--- src/rtl/alu_bs_pkg.sv ---
package alu_bs_pkg;

  localparam int OPW = 4;

  localparam logic [OPW-1:0] OP_AND   = 4'b0000;
  localparam logic [OPW-1:0] OP_OR    = 4'b0001;
  localparam logic [OPW-1:0] OP_XOR   = 4'b0010;
  localparam logic [OPW-1:0] OP_ADD   = 4'b0011;
  localparam logic [OPW-1:0] OP_INC   = 4'b0100;
  localparam logic [OPW-1:0] OP_SUB   = 4'b0101;
  localparam logic [OPW-1:0] OP_PASSB = 4'b0110;
  localparam logic [OPW-1:0] OP_NOTA  = 4'b0111;

  typedef enum logic [2:0] {
    SEL_SUM   = 3'd0,
    SEL_MAJ   = 3'd1,
    SEL_PASSB = 3'd2,
    SEL_PASSA = 3'd3,
    SEL_ZERO  = 3'd4
  } out_sel_t;

  typedef struct packed {
    logic     inv_a;   // XOR condition on operand A
    logic     ripple;  // slices take carry from the slice below
    logic     cin_val; // forced carry value
    out_sel_t osel;    // slice output select
    logic     arith;   // carry-out is the ripple carry
  } slice_ctrl_t;

endpackage

--- src/rtl/alu_bs_decode.sv ---
module alu_bs_decode
  import alu_bs_pkg::*;
(
  input  logic [OPW-1:0] op,
  output slice_ctrl_t    ctrl
);

  always_comb begin
    ctrl = '{inv_a: 1'b0, ripple: 1'b0, cin_val: 1'b0, osel: SEL_ZERO, arith: 1'b0};
    case (op)
      OP_AND:   ctrl.osel = SEL_MAJ;
      OP_OR: begin
        ctrl.osel    = SEL_MAJ;
        ctrl.cin_val = 1'b1;
      end
      OP_XOR:   ctrl.osel = SEL_SUM;
      OP_ADD: begin
        ctrl.osel   = SEL_SUM;
        ctrl.ripple = 1'b1;
        ctrl.arith  = 1'b1;
      end
      OP_INC: begin
        ctrl.osel    = SEL_SUM;
        ctrl.ripple  = 1'b1;
        ctrl.cin_val = 1'b1;
        ctrl.arith   = 1'b1;
      end
      OP_SUB: begin
        ctrl.osel    = SEL_SUM;
        ctrl.ripple  = 1'b1;
        ctrl.cin_val = 1'b1;
        ctrl.inv_a   = 1'b1;
        ctrl.arith   = 1'b1;
      end
      OP_PASSB: ctrl.osel = SEL_PASSB;
      OP_NOTA: begin
        ctrl.osel  = SEL_PASSA;
        ctrl.inv_a = 1'b1;
      end
      default:  ctrl.osel = SEL_ZERO;
    endcase
  end

endmodule

--- src/rtl/alu_bs_slice.sv ---
module alu_bs_slice
  import alu_bs_pkg::*;
(
  input  logic     a_bit,
  input  logic     b_bit,
  input  logic     carry_below,
  input  logic     inv_a,
  input  logic     ripple,
  input  logic     cin_val,
  input  out_sel_t osel,
  output logic     y_bit,
  output logic     carry_up
);

  logic a_c;
  logic cin_eff;
  logic sum_t;
  logic maj_t;

  always_comb begin
    a_c     = a_bit ^ inv_a;
    cin_eff = ripple ? carry_below : cin_val;
    sum_t   = a_c ^ b_bit ^ cin_eff;
    maj_t   = (a_c & b_bit) | (a_c & cin_eff) | (b_bit & cin_eff);
    case (osel)
      SEL_SUM:   y_bit = sum_t;
      SEL_MAJ:   y_bit = maj_t;
      SEL_PASSB: y_bit = b_bit;
      SEL_PASSA: y_bit = a_c;
      default:   y_bit = 1'b0;
    endcase
  end

  assign carry_up = maj_t;

endmodule

--- src/rtl/alu_bs_top.sv ---
module alu_bs_top
  import alu_bs_pkg::*;
#(
  parameter int WIDTH = 4
) (
  input  logic             clk,
  input  logic             rst,
  input  logic [WIDTH-1:0] a,
  input  logic [WIDTH-1:0] b,
  input  logic [3:0]       op,
  output logic [WIDTH-1:0] y,
  output logic             co
);

  localparam int CHAIN = WIDTH + 1;

  slice_ctrl_t      ctrl;
  logic [CHAIN-1:0] chain;
  logic [WIDTH-1:0] res_c;
  logic             co_c;
  logic [WIDTH-1:0] y_q;
  logic             co_q;

  alu_bs_decode u_dec (
    .op   (op),
    .ctrl (ctrl)
  );

  assign chain[0] = ctrl.cin_val;

  for (genvar i = 0; i < WIDTH; i++) begin : g_slice
    alu_bs_slice u_slice (
      .a_bit       (a[i]),
      .b_bit       (b[i]),
      .carry_below (chain[i]),
      .inv_a       (ctrl.inv_a),
      .ripple      (ctrl.ripple),
      .cin_val     (ctrl.cin_val),
      .osel        (ctrl.osel),
      .y_bit       (res_c[i]),
      .carry_up    (chain[i+1])
    );
  end

  assign co_c = ctrl.arith & chain[WIDTH];

  always_ff @(posedge clk) begin
    if (rst) begin
      y_q  <= '0;
      co_q <= 1'b0;
    end else begin
      y_q  <= res_c;
      co_q <= co_c;
    end
  end

  assign y  = y_q;
  assign co = co_q;


  p_reset_clear_r1: assert property (@(posedge clk) rst |=> (y == '0 && co == 1'b0));


  p_unused_zero_r11: assert property (@(posedge clk) disable iff (rst)
    op[3] |=> (y == '0 && co == 1'b0));


  p_logic_no_carry_r3: assert property (@(posedge clk) disable iff (rst)
    !(op == OP_ADD || op == OP_INC || op == OP_SUB) |=> (co == 1'b0));


  p_passb_r9: assert property (@(posedge clk) disable iff (rst)
    (op == OP_PASSB) |=> (y == $past(b)));


  p_add_sum_r6: assert property (@(posedge clk) disable iff (rst)
    (op == OP_ADD) |=> ({co, y} == ({1'b0, $past(a)} + {1'b0, $past(b)})));


  p_sub_borrow_r8: assert property (@(posedge clk) disable iff (rst)
    (op == OP_SUB) |=> (co == ($past(b) >= $past(a))));

endmodule

--- config.mk ---
export PLATFORM = sky130hd
export DESIGN_NAME = alu_bs_top
export DESIGN_NICKNAME = d
export VERILOG_FILES = /design/src/rtl/alu_bs_pkg.sv /design/src/rtl/alu_bs_decode.sv /design/src/rtl/alu_bs_slice.sv /design/src/rtl/alu_bs_top.sv
export SDC_FILE = /design/constraint.sdc
export NUM_CORES = 1
export LEC_CHECK = 0
export ABC_AREA = 1
export BUFFER_PORTS_ARGS = -buffer_cell sky130_fd_sc_hd__buf_2
export CORE_AREA = 5 5 42 44
export CTS_BUF_LIST = sky130_fd_sc_hd__clkbuf_16
export CTS_CLUSTER_DIAMETER = 100
export CTS_CLUSTER_SIZE = 25
export DETAILED_ROUTE_END_ITERATION = 8
export DIE_AREA = 0 0 47 49
export PLACE_DENSITY = 0.66
export SYNTH_ARGS = -nofsm -noshare
export SYNTH_HDL_FRONTEND = slang
export SYNTH_SLANG_ARGS = --single-unit
--- constraint.sdc ---
create_clock -name clk -period 6.4 [get_ports clk]
set_input_delay 1.28 -clock clk [delete_from_list [all_inputs] [get_ports clk]]
set_output_delay 1.28 -clock clk [all_outputs]
set_load 0.01 [all_outputs]
Yosys cells after proc, flatten, opt, wreduce, memory -nomap -nowiden. Cells that the tools add are included.

Register bits: 5. Bits in latches: 0. RAM bits: 0. ROM bits: 0. Input bits: 14. Output and inout port bits: 5. Logic and storage cells: 63. Memories: 0.

$add $sub $neg: 0. Multiply operators: 0. Divide/modulo/power cells: 0. Magnitude comparators: 0. Eq/ne operators: 10. Shift operators: 0. Mux-type cells: 11. Bitwise gates (word level): 33. Reductions and logical operators: 7.

Operator list (count): 4-bit by 3-bit equality test with 1-bit output (second input constant) (4); 1-bit one-hot mux with 4 select lines (4); 1-bit bitwise AND (13); 3-bit one-hot mux with 4 select lines (1); 1-bit XOR (12); 4-bit by 2-bit equality test with 1-bit output (second input constant) (2); 1-bit OR (8); 3-bit by 2-bit equality test with 1-bit output (second input constant) (2); 1-bit two-way mux (6); 3-bit OR reduction (2); 4-bit by 1-bit equality test with 1-bit output (second input constant) (1); 4-bit zero test (1); 2-bit OR reduction (2); 4-bit OR reduction (1); 3-bit by 1-bit equality test with 1-bit output (second input constant) (1); 3-bit zero test (1).

Logic depth before layout (Yosys ltp). Gate-level depths: netlist of run 1.

Word-level depth: 20. Mapped depth: 18. Gate-level depth less buffers: 18.

Hierarchy. Synthesis of run 1 repeated with hierarchy kept, for this count alone.

Cell total of the unflattened synthesis: 116. Area total of the unflattened synthesis: 651.9 um2.

Modules (own cells, without submodules): alu_bs_slice (times used 4, cells each 20, area each 106.4 um2, seq. area each 0.0 um2); alu_bs_top (times used 1, cells each 15, area each 137.6 um2, seq. area each 100.1 um2); alu_bs_decode (times used 1, cells each 21, area each 88.8 um2, seq. area each 0.0 um2).

Worst setup path before layout of run 1. No wires, ideal clock.

Path type: input port to flip-flop. Start point: in op[3]. End point: reg y_q[3], in the netlist y[3]. Library setup time: 117 ps. Arrival: 3601 ps. Data required time: 6283 ps. Path slack: 2682 ps. Stages on the path: 18. Buffers on the path: 0. Cells stage by stage: inv_2 > nand2_1 > o21ai_2 > inv_2 > nor2_2 > inv_2 > nand2_2 > o21ai_1 > fa_1 > inv_1 > o21ai_1 > fa_1 > nand2_1 > nand2_1 > fa_1 > nor2_1 > nor3_1 > nor2_1.

Word-level cells in the longest chain between the ends: 20.

Ends and longest elaborated chain: start, declared (RTL line alu_bs_top.sv:10) `input logic [3:0] op,`; 4-bit by 3-bit equality test with 1-bit output (RTL line alu_bs_decode.sv:10) `case (op)`; 2-bit OR reduction (no source line); 1-bit two-way mux (RTL line alu_bs_decode.sv:10); 1-bit XOR (RTL line alu_bs_slice.sv:21) `a_c = a_bit ^ inv_a;`; 1-bit bitwise AND (RTL line alu_bs_slice.sv:24) `maj_t = (a_c & b_bit) | (a_c & cin_eff) | (b_bit & cin_eff);`; 1-bit OR (2 in a row) (RTL line alu_bs_slice.sv:24); 1-bit two-way mux (RTL line alu_bs_slice.sv:22) `cin_eff = ripple ? carry_below : cin_val;`; 1-bit bitwise AND (RTL line alu_bs_slice.sv:24); 1-bit OR (2 in a row) (RTL line alu_bs_slice.sv:24); 1-bit two-way mux (RTL line alu_bs_slice.sv:22); 1-bit bitwise AND (RTL line alu_bs_slice.sv:24); 1-bit OR (2 in a row) (RTL line alu_bs_slice.sv:24); 1-bit two-way mux (RTL line alu_bs_slice.sv:22); 1-bit bitwise AND (RTL line alu_bs_slice.sv:24); 1-bit OR (2 in a row) (RTL line alu_bs_slice.sv:24); 1-bit one-hot mux with 4 select lines (*) (RTL line alu_bs_slice.sv:25) `case (osel)`; end signal, assigned (RTL line alu_bs_top.sv:52) `y_q <= res_c;`; end, declared (RTL line alu_bs_top.sv:21) `logic [WIDTH-1:0] y_q;`.

Mark *: on every way between the ends. The rest lies on a longest branch, timed or not. A chain may end at the register's enable or synchronous reset.

Worst setup path in the final report of run 1. Ends and elaborated chain as after synthesis.

==> impl_metrics.json, run 1 <==
{
  "critPathBufInv": 5,
  "first_global_vias": 489,
  "synth.mux.area_fraction_pct": 0,
  "crit_path_start_kind": "primary input",
  "drt_pre_antenna_iters": 4,
  "crit_path_max_incr_delay_ns": 0.48,
  "irDropWorstVdd_mv": 0.08605,
  "num_vias": 529,
  "cts_hold_buffers": 0,
  "finalHoldViolCount": 0,
  "rsz0062_at_grt": "false",
  "die_h_um": 49,
  "ctsResizeCount": 0,
  "pin_count_of_the_biggest_net_entering_global_routing": 7,
  "power.density_nw_per_um2": 242.2,
  "static-leakage-power_nw": 0.3568,
  "global_route.usage.total_pct": 11.28,
  "end_kind": "flop",
  "ys_ff_latch": 5,
  "die_w_um": 47,
  "synth_fa_ha_area_share_pct": 14.11,
  "cts-buffers-inserted": 3,
  "dp.cells": 109,
  "placementRows": 14,
  "finalCriticalPeriod_ns": 3.874,
  "cp_max_fo": 4,
  "timing.setup.tns_ns": 0,
  "grt_antenna_before_repair": 0,
  "synth_warnings": 0,
  "post-route-period-util_pct": 60.52,
  "ys_seq_area_share_pct": 19.46,
  "setup_viol_count_final": 0,
  "yosysTopAreaCell": "sky130_fd_sc_hd__dfxtp_1",
  "buffer_ports.inserted": 18,
  "final_routed_wirelength_um": 1209,
  "antenna_violating_nets_post_route": 0,
  "clock-sinks": 5,
  "crit_required_ns": 6.51,
  "grt_pass1_wl_um": 1904,
  "post-cts-setup-buffers": 0,
  "filler_cell_count": 152,
  "diodes": 0,
  "cts.root.buffer_cell": "sky130_fd_sc_hd__clkbuf_16",
  "cts_buffer_depth": 2,
  "final_cells": 113,
  "initial_utilization_pct": 36.70,
  "netlist_area_um2": 514.2,
  "synthXorXnorAreaFrac_pct": 5.109,
  "worst_pin_slew_ns": 0.2266,
  "max_cap_viol_count": 0,
  "detailedPlace.worstSlack_ns": 2.296,
  "dpl.hpwl_um": 988.5,
  "routed_wire_length_per_instance_um": 10.70,
  "synth.net_count": 93,
  "synth_top_family_by_area": "simple AND/OR/NAND/NOR gates",
  "synth_compound_area_share_pct": 11.92,
  "timing_max_transition_violations_final": 0,
  "hold_ws_ns": 1.289,
  "drive_above_1_share_pct": 40.21,
  "design.die.area_um2": 2303,
  "max_frequency_mhz": 258.2,
  "htree_num_levels": 1,
  "flow.area_growth_from_synthesis_pct": 36.74,
  "num-nets-final": 116,
  "synth.top_cells.by_area": "sky130_fd_sc_hd__dfxtp_1 19%, sky130_fd_sc_hd__fa_1 12%, sky130_fd_sc_hd__nand2_1 8.8%",
  "worst_setup_hold_path_clk_slew_ns": 0.03,
  "worst_ep_arrival_time_ns": 3.99,
  "floorplan.core_area_um2": 1401,
  "slew-limit-headroom_pct": 84.78,
  "grt_remaining_overflow": 0,
  "initialDrtViolationCount": 12,
  "hp-class": "in -> reg",
  "remaining_drc_errors": 0,
  "synth_top_area_share_pct": 19.46,
  "fin_total_pwr_uw": 170.3,
  "yosysUniqueCellTypes": 20,
  "outcome": "finished clean",
  "cp_slowest_cell": "sky130_fd_sc_hd__fa_1",
  "tritoncts": "done",
  "syn_area_per_cell_um2": 6.857,
  "crit_chain": "buf_2 -> inv_2 -> nand2_1 -> o21ai_2 -> inv_2 -> nor2_2 -> inv_2 -> nand2_2 -> o21ai_1 -> fa_1 -> inv_1 -> o21ai_1 -> fa_1 -> nand2_1 -> nand2_1 -> fa_1 -> nor2_1 -> nor3_1 -> nor2_1",
  "io_pins": 19,
  "critical_path_class": "in -> reg",
  "timing.final.ws_setup_ns": 2.526,
  "critical-path-top-delay-family": "adder cells",
  "detail_route.vias_per_cell": 4.681,
  "synthesis.instances": 75,
  "synth-simple-area-share_pct": 39.90,
  "gp_congestion": 0.8179
}
[state kept, by name, indices dropped and copies added, names as in the netlist]
register / flops
y: 4
co: 1
[metal layers]
metal / up-vias / track usage [%] / wire, µm
met5: - / 0 / 0
met4: 0 / 8.295 / 0
met3: 0 / 2.214 / 99
met2: 17 / 17.42 / 604
met1: 228 / 13.00 / 504
li1: 284 / - / -
[report_power, final]
group / switching (mW) / internal (mW) / total (mW)
sequential: 0.000384 / 0.0334 / 0.0337
clock: 0.0199 / 0.0809 / 0.101
combinational: 0.0217 / 0.0141 / 0.0358
[path summary, 6_finish.rpt]
path              start               to  cells after the start
setup / recovery  op[3]  y[3]$_SDFF_PP0_                     19
hold / removal      rst  y[0]$_SDFF_PP0_                      2
[cell usage after synthesis]
library cell	instances
sky130_fd_sc_hd__dfxtp_1	5
sky130_fd_sc_hd__xor2_1	3
sky130_fd_sc_hd__nor2_4	1
sky130_fd_sc_hd__inv_2	6
sky130_fd_sc_hd__a21oi_1	1
sky130_fd_sc_hd__inv_1	7
sky130_fd_sc_hd__fa_1	3
sky130_fd_sc_hd__nor3_1	4
sky130_fd_sc_hd__nor2_2	3
sky130_fd_sc_hd__nor2_1	10
sky130_fd_sc_hd__o21ai_2	1
sky130_fd_sc_hd__ha_1	1
sky130_fd_sc_hd__nand2_1	12
sky130_fd_sc_hd__nand3_2	3
sky130_fd_sc_hd__o21ai_1	4
sky130_fd_sc_hd__a21oi_2	1
sky130_fd_sc_hd__nand2_2	2
sky130_fd_sc_hd__nor3_2	1
sky130_fd_sc_hd__nand3_1	4
sky130_fd_sc_hd__o22ai_1	3
[metrics by stage]
stage / instance area, µm² / utilization, %
after global placement: 624.3 / 44.55
after global routing: 703.2 / 50.18
after floorplan: 514.2 / -
after detailed placement: 624.3 / 44.55
final: 703.2 / 50.18
after CTS: 703.2 / 50.18
[layout make-up]
cell class	count	area (µm²)	share of cell area [%]
flip-flops and latches	5	100.1	14.23
clock inverters	1	3.754	0.5338
clock buffers	3	75.07	10.68
inverters	13	48.80	6.940
multi-input cells	57	365.4	51.96
well taps	16	20.02	2.847
repair buffers	18	90.09	12.81
[cells in the final DEF, fill, tap and decap left out, drive strengths merged]
cell type | synthesis | final
buf | 0 | 18
nand2 | 14 | 14
nor2 | 14 | 14
inv | 13 | 14
nand3 | 7 | 7
dfxtp | 5 | 5
o21ai | 5 | 5
nor3 | 5 | 5
xor2 | 3 | 3
o22ai | 3 | 3
fa | 3 | 3
clkbuf | 0 | 3
a21oi | 2 | 2
ha | 1 | 1
[kinds of logic after synthesis]
| kind of cell | count (synthesis) |
|---|---|
| DFF | 5 |
| AOI/OAI and AO/OA | 10 |
| buffers and inverters | 13 |
| xor gates and xnor gates | 3 |
| adders and majority gates | 4 |
| and+or+nand+nor | 40 |
Note: power is estimated with default switching activity, not from simulation.
==> run 2: changes to the inputs <==
==> constraint.sdc (replaced) <==
create_clock -name clk -period 3.8 [get_ports clk]
set_input_delay 0.76 -clock clk [delete_from_list [all_inputs] [get_ports clk]]
set_output_delay 0.76 -clock clk [all_outputs]
set_load 0.01 [all_outputs]
==> impl_metrics.json, run 2 (synthesized netlist as in run 1, its figures left out) <==
{
  "pin_count_of_the_biggest_net_entering_global_routing": 7,
  "cts_hold_buffers": 0,
  "flow.area_growth_from_synthesis_pct": 36.74,
  "filler_cell_count": 163,
  "final_cells": 113,
  "finalCriticalPeriod_ns": 3.343,
  "finalHoldViolCount": 0,
  "end_kind": "flop",
  "cp_slowest_cell": "sky130_fd_sc_hd__fa_1",
  "grt_remaining_overflow": 0,
  "cts-buffers-inserted": 3,
  "ctsResizeCount": 0,
  "slew-limit-headroom_pct": 86.57,
  "placementRows": 14,
  "htree_num_levels": 1,
  "initialDrtViolationCount": 10,
  "global_route.usage.total_pct": 11.30,
  "power.share.sequential_pct": 20.0,
  "outcome": "finished clean",
  "crit_path_max_incr_delay_ns": 0.48,
  "rsz0062_at_grt": "false",
  "remaining_drc_errors": 0,
  "post-cts-setup-buffers": 0,
  "design_area_final_um2": 703.2,
  "buffer_ports.inserted": 18,
  "grt_pass1_wl_um": 1918,
  "hold_ws_ns": 0.7586,
  "crit_path_start_kind": "primary input",
  "largest_register_ffs": 4,
  "floorplan.core_area_um2": 1401,
  "routed_wire_length_per_instance_um": 10.57,
  "dpl.hpwl_um": 998.9,
  "cts.root.buffer_cell": "sky130_fd_sc_hd__clkbuf_16",
  "die_h_um": 49,
  "critical_path_class": "in -> reg",
  "diodes": 0,
  "max_cap_viol_count": 0,
  "cp_max_fo": 4,
  "worst_pin_slew_ns": 0.2009,
  "worst_ep_arrival_time_ns": 3.45,
  "area_of_combinational_cells_with_multiple_inputs_um2": 365.4,
  "tritoncts": "done",
  "io_pins": 19,
  "dp.cells": 109,
  "fin_total_pwr_uw": 284.2,
  "clkPwrFrac_pct": 59.1,
  "crit_chain": "buf_2 -> inv_2 -> nand2_1 -> o21ai_2 -> inv_2 -> nor2_2 -> inv_2 -> nand2_2 -> o21ai_1 -> fa_1 -> inv_1 -> o21ai_1 -> fa_1 -> nand2_1 -> nand2_1 -> fa_1 -> nor2_1 -> nor3_1 -> nor2_1",
  "layout.cells.most_common": "sky130_fd_sc_hd__buf_2",
  "switching_power_uw": 68.35,
  "area_after_dpl_um2": 624.3,
  "cell_internal_pwr_uw": 215.9,
  "layout.area.seq_um2": 100.1,
  "drive_above_1_share_pct": 40.21,
  "worst_setup_hold_path_clk_slew_ns": 0.03,
  "first_global_vias": 504,
  "num-nets-final": 116,
  "num_vias": 548,
  "static-leakage-power_nw": 0.3568,
  "timing.final.ws_setup_ns": 0.4569,
  "crit_required_ns": 3.91,
  "hp-class": "in -> reg",
  "detailedPlace.worstSlack_ns": 0.2043,
  "timing_max_transition_violations_final": 0,
  "irDropWorstVdd_mv": 0.1174,
  "setup_viol_count_final": 0,
  "max_frequency_mhz": 299.1,
  "power.density_nw_per_um2": 404.2,
  "cts_buffer_depth": 2,
  "antenna_violating_nets_post_route": 0,
  "detail_route.vias_per_cell": 4.850,
  "gp_congestion": 0.8160,
  "design.die.area_um2": 2303,
  "clock-sinks": 5,
  "initial_utilization_pct": 36.70,
  "mostFrequentLayoutCells": "18 x sky130_fd_sc_hd__buf_2, 12 x sky130_fd_sc_hd__nand2_1, 10 x sky130_fd_sc_hd__nor2_1, 8 x sky130_fd_sc_hd__inv_1, 6 x sky130_fd_sc_hd__inv_2",
  "combinationalPowerShare_pct": 20.9,
  "die_w_um": 47,
  "final_routed_wirelength_um": 1194,
  "post-route-period-util_pct": 87.98,
  "grt_antenna_before_repair": 0,
  "timing.setup.tns_ns": 0,
  "final_util_pct": 50.18,
  "drt_pre_antenna_iters": 4,
  "switching_share_pct": 24.05
}
==> run 2: cell counts in the layout (fill, tap and decap cells not counted) <==
No cell type changed its count.
==> run 2: layout make-up <==
| type | instances | area share, % |
|---|---|---|
| Sequential cell | 5 | 14.23 |
| Inverter | 13 | 6.940 |
| Timing Repair Buffer | 18 | 12.81 |
| Clock inverter | 1 | 0.5338 |
| Clock buffer | 3 | 10.68 |
| Tap cell | 16 | 2.847 |
| Multi-Input combinational cell | 57 | 51.96 |
==> run 2: final timing paths <==
| check | end | cells after the start | slack (ns) | start |
|---|---|---|---|---|
| min | y[0]$_SDFF_PP0_ | 2 | 0.76 | rst |
| max | y[3]$_SDFF_PP0_ | 19 | 0.46 | op[3] |
==> run 2: power groups by stage <==
stage	registers, mW	logic (mW)	clock network, mW
after floorplan	0.0596	0.0370	0
after global placement	0.0575	0.0592	0
after detailed placement	0.0576	0.0602	0
after CTS	0.0569	0.0604	0.169
after global routing	0.0570	0.0682	0.175
final	0.0568	0.0595	0.168
==> run 2: routing by layer <==
| metal | up-vias | track usage, % | wire [µm] |
|---|---|---|---|
| li1 | 286 | - | - |
| met4 | 0 | 5.530 | 9 |
| met3 | 2 | 2.583 | 93 |
| met5 | - | 0 | 0 |
| met1 | 243 | 13.75 | 480 |
| met2 | 17 | 17.87 | 610 |
==> run 2: worst max-delay path: cells and delay by family <==
kind | cells | cell delay [ns]
adder cells (fa/ha/maj) | 3 | 1.23
AND/OR/NAND/NOR | 8 | 0.69
buffers and inverters | 5 | 0.43
AO/OA/AOI/OAI | 3 | 0.35
==> run 3: changes to the inputs <==
--- a/config.mk
+++ b/config.mk
@@ -13,7 +13,7 @@
 export CTS_CLUSTER_SIZE = 25
 export DETAILED_ROUTE_END_ITERATION = 8
 export DIE_AREA = 0 0 47 49
-export PLACE_DENSITY = 0.66
+export PLACE_DENSITY = 0.76
 export SYNTH_ARGS = -nofsm -noshare
 export SYNTH_HDL_FRONTEND = slang
 export SYNTH_SLANG_ARGS = --single-unit
==> impl_metrics.json, run 3 (synthesized netlist as in run 1, its figures left out) <==
{
  "worst_setup_hold_path_clk_slew_ns": 0.03,
  "placementRows": 14,
  "hp-class": "in -> reg",
  "pin_count_of_the_biggest_net_entering_global_routing": 7,
  "dpl.hpwl_um": 1104,
  "irDropWorstVdd_mv": 0.1198,
  "crit_path_start_kind": "primary input",
  "post-route-period-util_pct": 88.27,
  "ctsResizeCount": 0,
  "grt_pass1_wl_um": 2118,
  "critical-path-top-delay-family": "adder cells",
  "cts_buffer_depth": 2,
  "flow.area_growth_from_synthesis_pct": 36.74,
  "critPathBufInv": 5,
  "static-leakage-power_nw": 0.3568,
  "tritoncts": "done",
  "remaining_drc_errors": 0,
  "io_pins": 19,
  "grt_remaining_overflow": 0,
  "max_frequency_mhz": 298.1,
  "power.density_nw_per_um2": 409.8,
  "diodes": 0,
  "hold_ws_ns": 0.7648,
  "worst_ep_arrival_time_ns": 3.47,
  "antenna_violating_nets_post_route": 0,
  "initial_utilization_pct": 36.70,
  "finalCriticalPeriod_ns": 3.354,
  "gp_congestion": 0.8452,
  "num_vias": 567,
  "cts.root.buffer_cell": "sky130_fd_sc_hd__clkbuf_16",
  "clock-sinks": 5,
  "htree_num_levels": 1,
  "final_routed_wirelength_um": 1278,
  "slew-limit-headroom_pct": 86.51,
  "max_cap_viol_count": 0,
  "setup_viol_count_final": 0,
  "grt_antenna_before_repair": 0,
  "timing.setup.tns_ns": 0,
  "crit_chain": "buf_2 -> inv_2 -> nand2_1 -> o21ai_2 -> inv_2 -> nor2_2 -> inv_2 -> nand2_2 -> o21ai_1 -> fa_1 -> inv_1 -> o21ai_1 -> fa_1 -> nand2_1 -> nand2_1 -> fa_1 -> nor2_1 -> nor3_1 -> nor2_1",
  "crit_required_ns": 3.91,
  "die_h_um": 49,
  "initialDrtViolationCount": 9,
  "outcome": "finished clean",
  "die_w_um": 47,
  "first_global_vias": 559,
  "layout.cells.most_common": "sky130_fd_sc_hd__buf_2",
  "cts-buffers-inserted": 3,
  "rsz0062_at_grt": "false",
  "largest_register_ffs": 4,
  "end_kind": "flop",
  "num-nets-final": 116,
  "floorplan.core_area_um2": 1401,
  "timing_max_transition_violations_final": 0,
  "worst_pin_slew_ns": 0.2016,
  "cp_slowest_cell": "sky130_fd_sc_hd__fa_1",
  "cts_hold_buffers": 0,
  "critical_path_class": "in -> reg",
  "drive_above_1_share_pct": 40.21,
  "mostFrequentLayoutCells": "18 x sky130_fd_sc_hd__buf_2, 12 x sky130_fd_sc_hd__nand2_1, 10 x sky130_fd_sc_hd__nor2_1, 8 x sky130_fd_sc_hd__inv_1, 6 x sky130_fd_sc_hd__inv_2",
  "design.die.area_um2": 2303,
  "drt_pre_antenna_iters": 4,
  "routed_wire_length_per_instance_um": 11.31,
  "global_route.usage.total_pct": 12.23,
  "cp_max_fo": 4,
  "crit_path_max_incr_delay_ns": 0.50,
  "finalHoldViolCount": 0,
  "post-cts-setup-buffers": 0,
  "detail_route.vias_per_cell": 5.018,
  "buffer_ports.inserted": 18
}
-- run 3: cell counts in the layout (fill, tap and decap cells not counted) --
No cell type changed its count.
-- run 3: layer usage --
metal / track usage, % / part of all wire [%] / up-vias
met4: 5.069 / 0 / 0
li1: - / - / 284
met3: 2.583 / 7.6 / 0
met5: 0 / 0 / -
met1: 12.92 / 36 / 263
met2: 21.95 / 56 / 20
-- run 3: final cells by class --
class / count / area [µm²]
sequential: 5 / 100.1
clock buffer: 3 / 75.07
multi-input combinational: 57 / 365.4
inverter: 13 / 48.80
tap: 16 / 20.02
fill: 161 / 698.2
clock inverter: 1 / 3.754
timing repair buffer: 18 / 90.09
-- run 3: per-stage QoR --
| stage | utilization, % | area (µm²) | power [mW] | worst slack (ns) | std cells |
|---|---|---|---|---|---|
| 2_1_floorplan | - | 514.2 | 0.09657 | 0.6022 | 75 |
| 3_3_place_gp | 44.55 | 624.3 | 0.1179 | 0.2901 | 109 |
| 3_5_place_dp | 44.55 | 624.3 | 0.1203 | 0.2015 | 109 |
| 4_1_cts | 50.18 | 703.2 | 0.2899 | 0.4245 | 113 |
| 5_1_grt | 50.18 | 703.2 | 0.3017 | 0.1706 | 113 |
| 6_report | 50.18 | 703.2 | 0.2882 | 0.4458 | 113 |
-- run 3: report_power, final --
group / leakage (nW) / switching, mW / internal (mW)
Clock: 0.0423 / 0.0328 / 0.136
Sequential: 0.0409 / 0.000738 / 0.0562
Combinational: 0.274 / 0.0380 / 0.0243
Total: 0.357 / 0.0715 / 0.217
-- run 3: path summary, 6_finish.rpt --
| path | from | end | slack [ns] | cells after the start |
|---|---|---|---|---|
| min | rst | y[0]$_SDFF_PP0_ | 0.76 | 2 |
| max | op[3] | y[3]$_SDFF_PP0_ | 0.45 | 19 |
